[config.mk]
export PLATFORM = sky130hd
export DESIGN_NAME = irq_accept_unit
export DESIGN_NICKNAME = d
export VERILOG_FILES = /design/src/rtl/irq_accept_pkg.sv /design/src/rtl/iau_msb_scan.sv /design/src/rtl/iau_prio.sv /design/src/rtl/iau_state.sv /design/src/rtl/irq_accept_unit.sv
export SDC_FILE = /design/constraint.sdc
export NUM_CORES = 2
export LEC_CHECK = 0
export BUFFER_PORTS_ARGS = -buffer_cell sky130_fd_sc_hd__buf_4
export CAP_MARGIN = 10
export CORE_ASPECT_RATIO = 1.25
export CORE_MARGIN = 2
export CORE_UTILIZATION = 35
export CTS_CLUSTER_DIAMETER = 60
export CTS_CLUSTER_SIZE = 20
export DETAILED_ROUTE_END_ITERATION = 10
export PLACE_DENSITY = 0.55
export SLEW_MARGIN = 10
export SYNTH_ARGS = -nofsm -noshare
export SYNTH_HDL_FRONTEND = slang
export SYNTH_HIERARCHICAL = 1
export SYNTH_SLANG_ARGS = --single-unit
[constraint.sdc]
create_clock -name clk -period 8.3 [get_ports clk]
set_input_delay 0.415 -clock clk [delete_from_list [all_inputs] [get_ports clk]]
set_output_delay 0.415 -clock clk [all_outputs]
set_load 0.01 [all_outputs]
[src/rtl/irq_accept_pkg.sv]
package irq_accept_pkg;

    localparam int unsigned NUM_VEC_DFLT = 256;
    localparam int unsigned WORD_W_DFLT  = 32;
    localparam int unsigned VEC_W        = 8;
    localparam int unsigned CLS_LSB      = 4;
    localparam int unsigned RSVD_VEC     = 16;

    typedef logic [VEC_W-1:0] vec_t;

    typedef struct packed {
        logic found;
        vec_t vec;
    } hit_t;

    typedef struct packed {
        logic valid;
        vec_t vec;
        logic level;
    } req_t;

    function automatic vec_t class_of(input vec_t v);
        return v & ~vec_t'((1 << CLS_LSB) - 1);
    endfunction

endpackage

[src/rtl/iau_msb_scan.sv]
module iau_msb_scan
    import irq_accept_pkg::*;
#(
    parameter int unsigned NUM_VEC = NUM_VEC_DFLT,
    parameter int unsigned WORD_W  = WORD_W_DFLT
) (
    input  logic [NUM_VEC-1:0] bits,
    output hit_t               hit
);
    localparam int unsigned NWORD = NUM_VEC / WORD_W;
    localparam int unsigned IDX_W = $clog2(WORD_W);

    logic [NWORD-1:0] word_any;
    logic [IDX_W-1:0] word_idx [NWORD];

    for (genvar w = 0; w < NWORD; w++) begin : g_word
        logic [WORD_W-1:0] slice;
        assign slice       = bits[w*WORD_W +: WORD_W];
        assign word_any[w] = |slice;
        always_comb begin
            word_idx[w] = '0;
            for (int b = 0; b < WORD_W; b++) begin
                if (slice[b]) word_idx[w] = IDX_W'(b);
            end
        end
    end

    // Later (higher) words overwrite earlier ones: the top non-empty word wins.
    always_comb begin
        hit = '0;
        for (int w = 0; w < NWORD; w++) begin
            if (word_any[w]) begin
                hit.found = 1'b1;
                hit.vec   = VEC_W'(w * WORD_W + int'(word_idx[w]));
            end
        end
    end

endmodule

[src/rtl/iau_prio.sv]
module iau_prio
    import irq_accept_pkg::*;
(
    input  vec_t tpr,
    input  hit_t isr_hit,
    input  hit_t pend_hit,
    output vec_t ppr,
    output logic offer_valid,
    output vec_t offer_vec
);
    vec_t isr_v;

    always_comb begin
        isr_v = isr_hit.found ? isr_hit.vec : '0;
        if (tpr[VEC_W-1:CLS_LSB] >= isr_v[VEC_W-1:CLS_LSB])
            ppr = tpr;
        else
            ppr = class_of(isr_v);
        offer_valid = pend_hit.found && (class_of(pend_hit.vec) > ppr);
        offer_vec   = offer_valid ? pend_hit.vec : '0;
    end

endmodule

[src/rtl/iau_state.sv]
module iau_state
    import irq_accept_pkg::*;
#(
    parameter int unsigned NUM_VEC = NUM_VEC_DFLT
) (
    input  logic               clk,
    input  logic               rst,
    input  req_t               req,
    input  logic               ack_fire,
    input  vec_t               ack_vec,
    input  logic               eoi_fire,
    input  vec_t               eoi_vec,
    output logic [NUM_VEC-1:0] pend_q,
    output logic [NUM_VEC-1:0] isr_q,
    output logic [NUM_VEC-1:0] trig_q,
    output logic               bcast_fire
);
    logic [NUM_VEC-1:0] pend_n, isr_n, trig_n;

    always_comb begin
        pend_n     = pend_q;
        isr_n      = isr_q;
        trig_n     = trig_q;
        bcast_fire = 1'b0;
        if (ack_fire) begin
            pend_n[ack_vec] = 1'b0;
            isr_n[ack_vec]  = 1'b1;
        end
        if (eoi_fire) begin
            isr_n[eoi_vec] = 1'b0;
            if (trig_q[eoi_vec]) begin
                trig_n[eoi_vec] = 1'b0;
                bcast_fire      = 1'b1;
            end
        end
        if (req.valid && !(req.level && pend_q[req.vec])) begin
            pend_n[req.vec] = 1'b1;
            trig_n[req.vec] = req.level;
        end
    end

    always_ff @(posedge clk) begin
        if (rst) begin
            pend_q <= '0;
            isr_q  <= '0;
            trig_q <= '0;
        end else begin
            pend_q <= pend_n;
            isr_q  <= isr_n;
            trig_q <= trig_n;
        end
    end

endmodule

[src/rtl/irq_accept_unit.sv]
module irq_accept_unit
    import irq_accept_pkg::*;
#(
    parameter int unsigned NUM_VEC = NUM_VEC_DFLT,
    parameter int unsigned WORD_W  = WORD_W_DFLT
) (
    input  logic       clk,
    input  logic       rst,
    input  logic       hw_en,
    input  logic       sw_en,
    input  logic       req_valid,
    input  logic [7:0] req_vec,
    input  logic       req_level,
    input  logic       tpr_we,
    input  logic [7:0] tpr_wdata,
    input  logic       ack,
    input  logic       eoi,
    output logic       irq_avail,
    output logic [7:0] irq_vec,
    output logic       eoi_bcast,
    output logic [7:0] eoi_bcast_vec,
    output logic       req_err
);
    logic [NUM_VEC-1:0] pend_q, isr_q, trig_q;
    hit_t pend_hit, isr_hit;
    vec_t tpr_q, ppr, offer_vec;
    logic offer_valid, bcast_fire, accept_en, legal;
    req_t acc_req;

    assign accept_en     = hw_en & sw_en;
    assign legal         = req_vec >= vec_t'(RSVD_VEC);
    assign acc_req.valid = req_valid & accept_en & legal;
    assign acc_req.vec   = req_vec;
    assign acc_req.level = req_level;

    iau_msb_scan #(.NUM_VEC(NUM_VEC), .WORD_W(WORD_W)) u_scan_pend (
        .bits(pend_q), .hit(pend_hit)
    );
    iau_msb_scan #(.NUM_VEC(NUM_VEC), .WORD_W(WORD_W)) u_scan_isr (
        .bits(isr_q), .hit(isr_hit)
    );

    iau_prio u_prio (
        .tpr(tpr_q), .isr_hit(isr_hit), .pend_hit(pend_hit),
        .ppr(ppr), .offer_valid(offer_valid), .offer_vec(offer_vec)
    );

    iau_state #(.NUM_VEC(NUM_VEC)) u_state (
        .clk(clk), .rst(rst), .req(acc_req),
        .ack_fire(ack & offer_valid), .ack_vec(offer_vec),
        .eoi_fire(eoi & isr_hit.found), .eoi_vec(isr_hit.vec),
        .pend_q(pend_q), .isr_q(isr_q), .trig_q(trig_q),
        .bcast_fire(bcast_fire)
    );

    always_ff @(posedge clk) begin
        if (rst) begin
            tpr_q         <= '0;
            eoi_bcast     <= 1'b0;
            eoi_bcast_vec <= '0;
            req_err       <= 1'b0;
        end else begin
            if (tpr_we) tpr_q <= tpr_wdata;
            eoi_bcast     <= bcast_fire;
            eoi_bcast_vec <= bcast_fire ? isr_hit.vec : '0;
            req_err       <= req_valid & accept_en & ~legal;
        end
    end

    assign irq_avail = offer_valid;
    assign irq_vec   = offer_vec;

endmodule

# After elaboration in Yosys (flattened, before gate mapping)

Cells that the tools add are included.

Bits in registers: 786
Bits of input ports: 25

$add $sub $neg: 14
Magnitude comparators: 9
Muxes and demuxes: 535
Bitwise operators: 15
Reductions and logical operators: 24

Operators with widths:

| kind                                                                  | count |
|---|---|
| 256-bit two-way mux                                                   | 7 |
| 5-bit two-way mux                                                     | 256 |
| 256-bit bitwise AND                                                   | 3 |
| 4-bit two-way mux                                                     | 128 |
| 256-bit inverter                                                      | 2 |
| 256-bit bitwise OR                                                    | 2 |
| 32-bit OR reduction                                                   | 16 |
| 256-bit bitwise mux                                                   | 1 |
| 3-bit two-way mux                                                     | 64 |
| 9-bit two-way mux                                                     | 16 |
| 8-bit by 5-bit adder with 8-bit output, first input constant          | 8 |
| 2-bit two-way mux                                                     | 32 |
| 7-bit by 5-bit adder with 8-bit output, first input constant          | 4 |
| 8-bit by 9-bit < comparator with 1-bit output, second input constant  | 3 |
| 1-bit demux with 8-bit select                                         | 3 |
| 8-bit by 1-bit >= comparator with 1-bit output, second input constant | 3 |
| 8-bit two-way mux                                                     | 3 |
| 1-bit two-way mux                                                     | 23 |
| 1-bit binary-select mux with 8-bit select                             | 2 |
| 6-bit by 5-bit adder with 7-bit output, first input constant          | 2 |
| 8-bit by 5-bit >= comparator with 1-bit output, second input constant | 1 |
| 8-bit greater-than comparator                                         | 1 |
| 1-bit bitwise AND                                                     | 6 |
| 1-bit logical AND                                                     | 6 |
| 4 further kinds                                                       | 5 |

# Longest topological paths before layout

Word-level depth: 54
Mapped depth: 28

# Modules after synthesis

The synthesis kept the hierarchy.

By module, submodules not included:

| module          | times used | cells each | area each (um2) | seq. area each (um2) |
|---|---|---|---|---|
| iau_state       | 1          | 3,790      | 35,711.8        | 15,374.7 |
| iau_msb_scan    | 2          | 533        | 2,977.9         | 0.0 |
| irq_accept_unit | 1          | 52         | 610.6           | 360.3 |
| iau_prio        | 1          | 52         | 367.9           | 0.0 |

# Worst setup path after synthesis

Ideal clock, no wire load.

Path kind: register to register
From: reg u_state.isr_q[105]
To: reg u_state.pend_q[148]
Library setup time: 0.115 ns
Arrival time: 6.326 ns
Required time: 8.185 ns
Slack: 1.859 ns
Stages on the path, launching flop included: 27
Buffers on the path: 2
Clock period less this slack: 6.441 ns
Cell sequence: dfxtp_1 or4_1 or4b_1 nor2_1 a311oi_1 o21a_1 o21ai_0 a21oi_1 o21ai_0 nand2_1 inv_1 ha_1 nor3b_1 o21ai_2 buf_2 o21a_1 ha_1 nand2_1 o21ai_0 nand2_1 nor3b_1 nand2_1 or2_2 nor3_1 clkbuf_1 a21boi_0 o21a_1

RTL lines:

| element                | line            | text |
|---|---|---|
| from (decl)            | iau_state.sv:14 | `output logic [NUM_VEC-1:0] isr_q,` |
| from (signal assigned) | iau_state.sv:49 | `isr_q <= isr_n;` |
| to (signal assigned)   | iau_state.sv:48 | `pend_q <= pend_n;` |
| to (decl)              | iau_state.sv:13 | `output logic [NUM_VEC-1:0] pend_q,` |

==> flow_metrics.env <==
export IMPL_via_per_inst=6.72
export IMPL_areaGrowthSynthToFinish_pct=11.8
export IMPL_worstHoldPathType="in2reg"
export IMPL_cts_buffers=75
export IMPL_grt_pass1_wl_um=303000
export IMPL_place_hpwl_um=147000
export IMPL_place_congestion=1.02
export IMPL_drv_slew=0
export IMPL_drt_pre_antenna_iters=7
export IMPL_path_max_fanout=16
export IMPL_cts_root_buf="clkbuf_16"
export IMPL_period_needed_ns=7.72
export IMPL_fp_dieW_um=316
export IMPL_drtIter0Drc=5611
export IMPL_p_per_area_mw_per_mm2=168
export IMPL_synth_area_mm2=0.0426
export IMPL_clk_path_buf_depth=3
export IMPL_grt_start_max_net_pins=171
export IMPL_crit_required_ns=8.89
export IMPL_clk_latency_ns=0.71
export IMPL_arrival_ns=8.32
export IMPL_wire_per_inst_um=33.0
export IMPL_nFillCells=12238
export IMPL_fin_setup_tns_ns=0
export IMPL_layout_drive_gt1_share_pct=12.3
export IMPL_synthCells=4952
export IMPL_crit_path_end_kind="flop"
export IMPL_grt_use_total_pct=33.3
export IMPL_relSlewSlack_pct=10.5
export IMPL_dieArea_mm2=0.125
export IMPL_hold_viol_final=0
export IMPL_cts_sinks=786
export IMPL_fin_cells=6491
export IMPL_antenna_found_initial=8
export IMPL_fp_dieH_um=394
export IMPL_path_class="reg2reg"
export IMPL_rsz0062_at_grt="no"
export IMPL_final_antenna_net_count=0
export IMPL_wl_um=214000
export IMPL_syn_nets=4985
export IMPL_vias=43639
export IMPL_status="finished clean"
export IMPL_fmax_mhz=129
export IMPL_cap_violations=0
export IMPL_placedCellCount=6339
export IMPL_nNetsFinal=4862
export IMPL_ys_warnings_count=6
export IMPL_rows=143
export IMPL_syn_avg_cell_area_um2=8.60
export IMPL_setup_viol=0
export IMPL_core_mm2=0.121
export IMPL_cts_clk_slew_worst_paths_ns=0.08
export IMPL_tightestPinTransition_ns=1.33
export IMPL_ir_drop_mv=0.138
export IMPL_start_kind="flop"
export IMPL_skew_ns=0.0462
export IMPL_grt_overflow_total=0
export IMPL_cts_resized=0
export IMPL_initial_core_util_pct=35.2
export IMPL_cts_tree="done"
export IMPL_ioPinCount=44
export IMPL_finalCritPeriodShare_pct=93.0
export IMPL_power_leakage_nw=15.9
export IMPL_grt_pass1_vias=40984
export IMPL_drcViolationCount=0
export IMPL_portBuffers=43
export IMPL_cts_htree_levels=3
-- registers in the layout, summed over array words and instances, names as in the netlist --
name	flops
eoi_bcast	1
tpr_q	8
u_state/trig_q	256
req_err	1
u_state/pend_q	256
eoi_bcast_vec	8
u_state/isr_q	256
-- path summary, 6_finish.rpt --
path	startpoint	to	slack, ns	cells past startpoint
setup / recovery	u_state/isr_q[141]$_SDFF_PP0_	u_state/isr_q[221]$_SDFF_PP0_	0.58	25
hold / removal	tpr_we	tpr_q[4]$_SDFFE_PP0P_	0.09	3
setup reg to reg	u_state/isr_q[141]$_SDFF_PP0_	u_state/isr_q[221]$_SDFF_PP0_	0.58	25
hold reg to reg	u_state/trig_q[186]$_SDFF_PP0_	u_state/trig_q[186]$_SDFF_PP0_	0.48	2
-- power by group --
part | total [mW] | internal, mW | switching [mW]
clock network | 3.81 | 1.94 | 1.87
registers | 3.78 | 3.77 | 0.00454
logic | 0.405 | 0.0801 | 0.325
-- layout make-up --
class | count | area, um^2 | share of cell area, %
clock buffer | 81 | 1920 | 4.03
timing repair buffer | 218 | 1790 | 3.76
multi-input combinational | 3615 | 24900 | 52.3
inverter | 133 | 507 | 1.06
tap | 1595 | 2000 | 4.19
clock inverter | 57 | 733 | 1.54
sequential | 786 | 15700 | 33.0
antenna | 6 | 15.0 | 0.0315
-- cells in the final DEF, fill, tap and decap left out, types with 13 or more instances in the layout --
cell type  instances
a211oi_2          15
o2111ai_1         37
dfxtp_1          786
nor2_2            29
a31oi_1           23
inv_1            129
o21a_1            75
a21boi_0          78
nand4_1           17
buf_4            198
mux4_2           105
mux2i_1          174
a211o_1          143
o221ai_1          15
o2bb2ai_1         20
nand3_1           88
o31ai_1           40
mux4_1            13
o21ai_0          282
o211ai_1         128
or4_1             37
inv_6             17
nor2b_1           48
a211oi_1         292
a21oi_1          544
o22ai_1           92
o311ai_0          72
and2_1            24
o21bai_1          40
nor2_1           341
nand2b_1          35
or3_1             15
a311oi_1          16
nor3_2            14
nor4_1           108
nor3_1           120
nand2_1          295
clkbuf_16         75
clkinv_8          14
nor2_4            13
-- routing by layer --
metal	track usage, %	vias to the layer above	part of all wire, %
met3	6.64	751	9.0
li1	-	18860	-
met4	26.3	8	9.2
met5	0	-	0.024
met1	39.9	21478	37
met2	51.8	2542	45
-- metrics by stage --
step | instance area (um^2) | power [mW] | worst slack (ns) | util, % | hold WS (ns)
after detailed placement | 44900 | 4.25 | 0.924 | 37.0 | 0.466
final | 47600 | 7.99 | 0.578 | 39.3 | 0.0899
after CTS | 47600 | 8.02 | 0.900 | 39.3 | 0.0490
after global placement | 44800 | 4.25 | 0.910 | 37.0 | 0.463
after floorplan | 42600 | 4.10 | 1.92 | - | 0.443
after global routing | 47600 | 8.19 | 0.451 | 39.3 | 0.0950
-- worst max-delay path: stages (launching register included) --
cell and delay (ns):
dfxtp_1 0.34, or4_4 0.56, or4_4 0.59, or3_1 0.53, nor2_1 0.19, nand2_1 0.09
nor3_1 0.19, nand2_1 0.14, nand2_1 0.13, inv_1 0.05, ha_1 0.27, nor3b_1 0.05
o21ai_2 0.36, nand2_1 0.11, o21a_1 0.12, ha_1 0.31, nand2_1 0.06, o21ai_0 0.48
nand2_1 0.18, buf_4 0.22, nor3b_2 0.87, nand2_1 0.31, nor2_1 0.72, buf_4 0.38
a21oi_1 0.10, a211oi_1 0.24
-- timing repair --
item                                   CTS  global route
endpoints found under the hold margin    8             0
buffers inserted                         0             0
hold buffers                             8             0
(Power assumes the default switching activity.)
